## src/rtl/oc_pkg.sv

```systemverilog
package oc_pkg;

    typedef enum logic [2:0] {
        OCM_OFF       = 3'd0,
        OCM_SHOT_RISE = 3'd1,
        OCM_SHOT_FALL = 3'd2,
        OCM_TOGGLE    = 3'd3,
        OCM_DELAY     = 3'd4,
        OCM_PULSE     = 3'd5,
        OCM_PWM       = 3'd6,
        OCM_PWM_FLT   = 3'd7
    } ocm_e;

    // compare events seen in the current cycle
    typedef struct packed {
        logic hit_pri;
        logic hit_sec;
        logic period;
    } oc_evt_t;

    function automatic logic is_pwm(ocm_e m);
        return (m == OCM_PWM) || (m == OCM_PWM_FLT);
    endfunction

    // pin level loaded in the cycle a mode is entered
    function automatic logic entry_level(ocm_e m, logic cur, logic duty_nz);
        case (m)
            OCM_SHOT_FALL:        return 1'b1;
            OCM_OFF, OCM_TOGGLE:  return cur;
            OCM_PWM, OCM_PWM_FLT: return duty_nz;
            default:              return 1'b0;
        endcase
    endfunction

    // which pin transitions raise an interrupt in a given mode
    function automatic logic edge_irq(ocm_e m, logic old_lvl, logic new_lvl);
        case (m)
            OCM_SHOT_RISE:                      return !old_lvl && new_lvl;
            OCM_SHOT_FALL, OCM_DELAY, OCM_PULSE: return old_lvl && !new_lvl;
            OCM_TOGGLE:                         return old_lvl != new_lvl;
            default:                            return 1'b0;
        endcase
    endfunction

endpackage

```

## src/rtl/oc_cmp_regs.sv

```systemverilog
module oc_cmp_regs
    import oc_pkg::*;
#(
    parameter int CW = 16
) (
    input  logic          clk,
    input  logic          rst,
    input  ocm_e          mode,
    input  logic [CW-1:0] tmr,
    input  logic          per_match,
    input  logic          pri_we,
    input  logic [CW-1:0] pri_wdata,
    input  logic          sec_we,
    input  logic [CW-1:0] sec_wdata,
    output logic [CW-1:0] pri_q,
    output logic [CW-1:0] sec_q,
    output oc_evt_t       evt
);

    logic reload;
    assign reload = is_pwm(mode) && per_match;

    always_ff @(posedge clk) begin
        if (rst) begin
            pri_q <= '0;
            sec_q <= '0;
        end else begin
            if (reload)      pri_q <= sec_q;
            else if (pri_we) pri_q <= pri_wdata;
            if (sec_we)      sec_q <= sec_wdata;
        end
    end

    always_comb begin
        evt.hit_pri = (tmr == pri_q);
        evt.hit_sec = (tmr == sec_q);
        evt.period  = per_match;
    end

    assert_pwm_reload_R9: assert property (@(posedge clk) disable iff (rst)
        (is_pwm(mode) && per_match) |=> (pri_q == $past(sec_q)));

    assert_pri_write_R12: assert property (@(posedge clk) disable iff (rst)
        (pri_we && !(is_pwm(mode) && per_match)) |=> (pri_q == $past(pri_wdata)));

    assert_sec_write_R12: assert property (@(posedge clk) disable iff (rst)
        sec_we |=> (sec_q == $past(sec_wdata)));

endmodule

```

## src/rtl/oc_wave.sv

```systemverilog
module oc_wave
    import oc_pkg::*;
(
    input  logic    clk,
    input  logic    rst,
    input  ocm_e    mode,
    input  oc_evt_t evt,
    input  logic    duty_nz,
    input  logic    sec_nz,
    input  logic    fault_n,
    output logic    pin_q,
    output logic    pin_d,
    output logic    entry,
    output logic    fault_fall
);

    ocm_e mode_q;
    logic done_q, done_d;
    logic flt_q, flt_d;
    logic fprev_q;

    assign entry      = (mode != mode_q);
    assign fault_fall = fprev_q && !fault_n;

    always_comb begin
        pin_d  = pin_q;
        done_d = done_q;
        flt_d  = flt_q;
        if (entry) begin
            done_d = 1'b0;
            flt_d  = 1'b0;
            pin_d  = entry_level(mode, pin_q, duty_nz);
        end else begin
            case (mode)
                OCM_SHOT_RISE, OCM_SHOT_FALL: begin
                    if (!done_q && evt.hit_pri) begin
                        pin_d  = !pin_q;
                        done_d = 1'b1;
                    end
                end
                OCM_TOGGLE: begin
                    if (evt.hit_pri) pin_d = !pin_q;
                end
                OCM_DELAY, OCM_PULSE: begin
                    if (pin_q && evt.hit_sec) begin
                        pin_d  = 1'b0;
                        done_d = (mode == OCM_DELAY);
                    end else if (!pin_q && !done_q && evt.hit_pri) begin
                        pin_d = 1'b1;
                    end
                end
                OCM_PWM, OCM_PWM_FLT: begin
                    if (mode == OCM_PWM_FLT && (flt_q || !fault_n)) begin
                        pin_d = 1'b0;
                        flt_d = 1'b1;
                    end else if (evt.period) begin
                        pin_d = sec_nz;
                    end else if (evt.hit_pri) begin
                        pin_d = 1'b0;
                    end
                end
                default: ;
            endcase
        end
    end

    always_ff @(posedge clk) begin
        if (rst) begin
            mode_q  <= OCM_OFF;
            pin_q   <= 1'b0;
            done_q  <= 1'b0;
            flt_q   <= 1'b0;
            fprev_q <= 1'b1;
        end else begin
            mode_q  <= mode;
            pin_q   <= pin_d;
            done_q  <= done_d;
            flt_q   <= flt_d;
            fprev_q <= fault_n;
        end
    end

    assert_shot_once_R3: assert property (@(posedge clk) disable iff (rst)
        ((mode == OCM_SHOT_RISE || mode == OCM_SHOT_FALL) && done_q && !entry)
        |=> $stable(pin_q));

    assert_shot_high_entry_R4: assert property (@(posedge clk) disable iff (rst)
        (entry && mode == OCM_SHOT_FALL) |=> pin_q);

    assert_delay_once_R6: assert property (@(posedge clk) disable iff (rst)
        (mode == OCM_DELAY && done_q && !entry) |=> $stable(pin_q));

    assert_pwm_entry_R8: assert property (@(posedge clk) disable iff (rst)
        (entry && is_pwm(mode)) |=> (pin_q == $past(duty_nz)));

    assert_fault_hold_R10: assert property (@(posedge clk) disable iff (rst)
        (mode == OCM_PWM_FLT && !entry && (flt_q || !fault_n)) |=> !pin_q);

endmodule

```

## src/rtl/oc_irq.sv

```systemverilog
module oc_irq
    import oc_pkg::*;
(
    input  logic clk,
    input  logic rst,
    input  ocm_e mode,
    input  logic entry,
    input  logic pin_q,
    input  logic pin_d,
    input  logic fault_fall,
    output logic irq_q
);

    logic irq_d;

    always_comb begin
        irq_d = 1'b0;
        if (!entry) begin
            irq_d = edge_irq(mode, pin_q, pin_d)
                 || (mode == OCM_PWM_FLT && fault_fall);
        end
    end

    always_ff @(posedge clk) begin
        if (rst) irq_q <= 1'b0;
        else     irq_q <= irq_d;
    end

    assert_off_quiet_R2: assert property (@(posedge clk) disable iff (rst)
        (mode == OCM_OFF) |=> !irq_q);

    assert_pwm_quiet_R9: assert property (@(posedge clk) disable iff (rst)
        (mode == OCM_PWM) |=> !irq_q);

    assert_toggle_irq_R5: assert property (@(posedge clk) disable iff (rst)
        (mode == OCM_TOGGLE && !entry) |=> (irq_q == (pin_q != $past(pin_q))));

endmodule

```

## src/rtl/oc_unit.sv

```systemverilog
module oc_unit
    import oc_pkg::*;
#(
    parameter int CW = 16
) (
    input  logic          clk,
    input  logic          rst,
    input  logic [CW-1:0] tmr,
    input  logic          per_match,
    input  logic [2:0]    mode,
    input  logic          pri_we,
    input  logic [CW-1:0] pri_wdata,
    input  logic          sec_we,
    input  logic [CW-1:0] sec_wdata,
    input  logic          gpio_val,
    input  logic          fault_n,
    output logic          pin_out,
    output logic          irq
);

    ocm_e          mode_e;
    logic [CW-1:0] pri_q, sec_q;
    oc_evt_t       evt;
    logic          pin_q, pin_d, entry, fault_fall;

    assign mode_e = ocm_e'(mode);

    oc_cmp_regs #(.CW(CW)) u_regs (
        .clk       (clk),
        .rst       (rst),
        .mode      (mode_e),
        .tmr       (tmr),
        .per_match (per_match),
        .pri_we    (pri_we),
        .pri_wdata (pri_wdata),
        .sec_we    (sec_we),
        .sec_wdata (sec_wdata),
        .pri_q     (pri_q),
        .sec_q     (sec_q),
        .evt       (evt)
    );

    oc_wave u_wave (
        .clk        (clk),
        .rst        (rst),
        .mode       (mode_e),
        .evt        (evt),
        .duty_nz    (pri_q != '0),
        .sec_nz     (sec_q != '0),
        .fault_n    (fault_n),
        .pin_q      (pin_q),
        .pin_d      (pin_d),
        .entry      (entry),
        .fault_fall (fault_fall)
    );

    oc_irq u_irq (
        .clk        (clk),
        .rst        (rst),
        .mode       (mode_e),
        .entry      (entry),
        .pin_q      (pin_q),
        .pin_d      (pin_d),
        .fault_fall (fault_fall),
        .irq_q      (irq)
    );

    assign pin_out = (mode_e == OCM_OFF) ? gpio_val : pin_q;

endmodule

```

## config.mk

```make
export PLATFORM = sky130hd
export DESIGN_NAME = oc_unit
export DESIGN_NICKNAME = d
export VERILOG_FILES = /design/src/rtl/oc_pkg.sv /design/src/rtl/oc_cmp_regs.sv /design/src/rtl/oc_wave.sv /design/src/rtl/oc_irq.sv /design/src/rtl/oc_unit.sv
export SDC_FILE = /design/constraint.sdc
export NUM_CORES = 1
export LEC_CHECK = 0
export BUFFER_PORTS_ARGS = -buffer_cell sky130_fd_sc_hd__buf_2
export CORE_UTILIZATION = 35
export CTS_BUF_LIST = sky130_fd_sc_hd__clkbuf_8
export DETAILED_ROUTE_END_ITERATION = 8
export PLACE_DENSITY = 0.57
export SLEW_MARGIN = 20
export SYNTH_ARGS = -nofsm -noshare
export SYNTH_HDL_FRONTEND = slang
export SYNTH_HIERARCHICAL = 1
export SYNTH_SLANG_ARGS = --single-unit
```

## constraint.sdc

```tcl
create_clock -name clk -period 7.5 [get_ports clk]
set_clock_uncertainty 0.2 [all_clocks]
set_input_delay 0.375 -clock clk [delete_from_list [all_inputs] [get_ports clk]]
set_output_delay 0.375 -clock clk [all_outputs]
set_load 0.01 [all_outputs]
```

Word level (Yosys, flattened, before mapping)
Index checks and enable logic that the tools add are counted.

word-level totals
  flip-flop bits (word level) = 40

operators by class
  muxes and demuxes = 18
  reductions and logical operators = 30
  equality and inequality tests = 13

operators by type and width
  operator              number
  $eq A16 B16 Y1        2
  $mux W16              2
  $reduce_bool A16 Y1   2
  $eq A3 B3 Y1 const B  4
  $mux W1               12
  $logic_and A1 B1 Y1   10
  $reduce_or A2 Y1      5
  $eq A3 B2 Y1 const B  2
  $pmux W1 S3           2
  $logic_not A1 Y1      4
  $ne A2 B1 Y1 const B  2
  $pmux W1 S4           1
  $reduce_bool A2 Y1    2
  $eq A3 B1 Y1 const B  1
  $logic_not A3 Y1      1
  $logic_or A1 B1 Y1    3
  $ne A3 B3 Y1          1
  $reduce_and A3 Y1     1
  $reduce_or A3 Y1      1
  $pmux W1 S2           1
  $reduce_and A2 Y1     1
  $ne A1 B1 Y1          1

Longest topological paths before layout
  word-level depth = 12
  gate-level depth with buffers = 14
  gate-level depth less buffers = 14

Cells and area by module
Netlist, hierarchy kept.

by module, submodules not included
  module       cells an instance  times used  area an instance (sq um)  sequential area each (sq um)
  oc_cmp_regs  166                1           1,629.1                   640.6
  oc_wave      56                 1           480.5                     140.1
  oc_irq       12                 1           96.3                      20.0
  oc_unit      12                 1           83.8                      0.0

Worst setup path after synthesis
No wires, ideal clock.

  path kind = input -> register
  from = input tmr[5]
  to = register u_irq.irq_q
  required time = 7.214 ns
  path buffers = 0
  stages on the path = 14
  library setup time = 0.086 ns
  path slack = 4.691 ns
  data arrival time = 2.524 ns
  cells stage by stage = xnor2_1 > nand4_1 > nor4_1 > inv_1 > ha_1 > mux2i_1 > nor2_1 > a32o_2 > o21ai_2 > nand2_1 > ha_1 > a21oi_1 > a31oi_1 > a211oi_1

RTL lines
  what                  RTL line      text
  start, declared       oc_unit.sv:8  input logic [CW-1:0] tmr,
  end signal, assigned  oc_irq.sv:26  else irq_q <= irq_d;
  end, declared         oc_irq.sv:11  output logic irq_q

==> summary.txt <==
Worst setup path
  – Slowest cell delay on critical path: 0.50 ns
  – WP data arrival: 3.27 ns
  – Crit Path Category: flip-flop to flip-flop
  – CP required: 7.52 ns
  – CP Capture Type: flip-flop
  – Largest fanout on the critical path: 3
  – Top cell by count, worst path: ha_1
  – Startpoint Class: flip-flop
  – Worst-path cell chain: xnor2_1, nand4_1, nor4_1, inv_1, ha_1, mux2i_1, nor2_1, a32o_2, o21ai_2, nand2_1, ha_1, a21oi_1, a31oi_1, a211oi_1
  – Worst path slowest cell: nor4_1

Synth
  – Top_reg_cell synth: dfxtp_1
  – Share of the yosys chip area belonging to registers: 35.0%
  – Synth top area share: 35.0%
  – #FFs+latches synth: 40
  – Synth Cell Area: 0.00229 sq mm
  – Top cells by area, synth: dfxtp_1 (35%), mux2i_1 (14%), xnor2_1 (13%)
  – Post-Syn Nets: 307
  – YS warnings: 6
  – Synth Area per Inst: 9.31 sq um
  – Yosys cell types: 37
  – Post-synth EDFFs: 0
  – Synth area leader: dfxtp_1
  – Mapped Cells: 246
  – Async set or reset register ratio after synthesis: 0%

Routing
  – Antenna Nets Post-Route: 0
  – Vias: 1895
  – TritonRoute pass-1 iters: 4
  – Final WL: 5680 um
  – Post-route DRC: 0
  – DRT iter0 DRCs: 113
  – Vias per inst: 5.04
  – WL/cell: 15.1 um

Timing
  – Final Cycle Share: 43.3%
  – Finish-stage setup viols: 0
  – Setup TNS: 0 ns
  – Fin crit period: 3.25 ns
  – Peak Freq: 308 MHz
  – Worst Hold Margin: 0.0981 ns
  – Final hold violation count: 0
  – Max-slew headroom: 48.0%
  – Slew Viols, Final: 0
  – RSZ-0062 raised after global routing: no
  – Slew @ Worst Pin: 0.780 ns

Power and ir drop
  – Worst VDD drop: 89.7 uV
  – Leak: 1.13 nW
  – Power Density: 194 mW/mm^2

Floorplanning
  – Number of I/O pins: 60
  – Effective utilization at floorplan: 36.1%
  – Die area: 0.00687 sq mm
  – Core Area: 0.00635 sq mm
  – Die height: 82.9 um
  – Die Width: 82.9 um
  – Rows: 29

Layout
  – Register area: 801 sq um
  – Commonest non-fill, non-tap cell in the layout: buf_2
  – Area grow syn2layout: 17.9%
  – Util after Layout: 42.5%
  – Most frequent cells in the layout: buf_2 (59), dfxtp_1 (40), nor2_1 (36)
  – # diodes: 0
  – Fillcell total: 636
  – Layout cells sized above 1: 26.4%
  – Area of the multi-input gates: 0.00137 sq mm
  – Fin nets: 359

Min path
  – Hold Crit Class: input pin to flip-flop

Clock network
  – # resized after CTS: 0
  – Hold_buf cts: 0
  – Post-CTS setup buffers: 0
  – H-tree depth: 2
  – CTS Buffer Depth: 2
  – Clock Pin Slew Worst Setup and Hold Paths: 0.09 ns
  – CTS tree: done
  – Cts bufs inserted: 5
  – Clk_lat worst skew: 0.30 ns
  – Root Buffer: clkbuf_8
  – CTS sink count: 40

Placement
  – GPL Wtd Cong: 0.803
  – I/O Buffers: 59
  – Placed wire-length estimate: 4160 um

Global routing
  – Initial antenna violation count: 0
  – First-pass GRT wire length: 9160 um
  – GRT Overall Usage: 16.9%
  – Largest net degree at the start of global routing: 41
  – Vias in the first global route: 1779
  – GRT overflow: 0

Outcome
  – Status: finished, final reports clean

Run
  – Max Cap Viol: 0
-- flip-flops by register name (all words and copies together), names as in the netlist --
register	count
u_regs/pri_q	16
u_wave/pin_q	1
u_wave/done_q	1
u_wave/fprev_q	1
u_wave/mode_q	3
u_irq/irq_q	1
u_regs/sec_q	16
u_wave/flt_q	1
-- worst max-delay path, delay by kind of cell (launching register included) --
kind                     cells  cell delay [ns]
multiplexers                 1             0.13
flip-flops                   1             0.41
AO/OA/AOI/OAI                5             0.82
adder cells (fa/ha/maj)      2             0.52
XOR/XNOR                     1             0.14
buffers and inverters        1             0.14
AND/OR/NAND/NOR              4             0.80
-- layout make-up --
class	instances	share of cell area (%)
clock inverters	3	1.72
repair buffers	59	10.9
flip-flops and latches	40	29.7
clock buffers	5	2.55
multi-input cells	186	50.7
well taps	77	3.57
inverters	6	0.834
-- synthesized netlist by cell type (2+ instances only) --
cell type / number
a21oi_1: 4
clkbuf_1: 4
nor4_1: 11
buf_4: 4
o21ai_2: 2
buf_2: 3
mux2i_1: 33
a211oi_1: 19
nand4_1: 11
o21ai_0: 4
buf_6: 2
nand2_1: 4
xnor2_2: 2
dfxtp_1: 40
xnor2_1: 33
or3_1: 2
a31oi_1: 3
inv_1: 6
nand3_1: 2
nor2_1: 36
ha_1: 3
nor2b_1: 3
-- power breakdown --
part,internal (mW),switching (mW),total [mW],leakage (nW)
Combinational,0.0489,0.0459,0.0949,0.742
Sequential,0.226,0.0172,0.243,0.331
Clock,0.100,0.0844,0.185,0.0548
-- per-layer routing --
| layer | share of wire [%] | routed length [um] | GRT usage (%) |
|---|---|---|---|
| met1 | 51 | 2910 | 24.4 |
| met2 | 43 | 2430 | 24.1 |
| met3 | 4.6 | 260 | 4.47 |
| met4 | 1.4 | 78 | 6.11 |
| met5 | 0 | 0 | 0 |
-- worst paths after layout --
kind / startpoint / endpoint / slack (ns) / cells past startpoint
setup / recovery: u_regs/pri_q[2] / u_irq/irq_q / 4.25 / 14
setup reg to reg: u_regs/pri_q[2] / u_irq/irq_q / 4.25 / 14
hold reg to reg: u_wave/flt_q / u_wave/flt_q / 0.28 / 2
hold / removal: fault_n / u_wave/fprev_q / 0.1 / 2
-- stage by stage --
step	instances	area (sq um)	power, mW	setup WS, ns
2_1_floorplan	246	2290	0.310	4.69
3_3_place_gp	368	2580	0.341	4.29
3_5_place_dp	368	2580	0.342	4.21
4_1_cts	376	2690	0.528	4.27
5_1_grt	376	2700	0.550	3.88
6_report	376	2700	0.523	4.25
-- kinds of logic (layout without fill, tap and decap cells) --
kind of cell	count (synthesis)	count (layout)	synth area share (%)
and+or+nand+nor	76	76	17.1
DFF	40	40	35.0
AOI/OAI and AO/OA	37	37	11.5
xor gates and xnor gates	36	36	14.4
muxes	34	34	14.9
buffers and inverters	20	73	5.46
adders and majority gates	3	3	1.64
No activity file was read; power rests on OpenSTA's default activity.
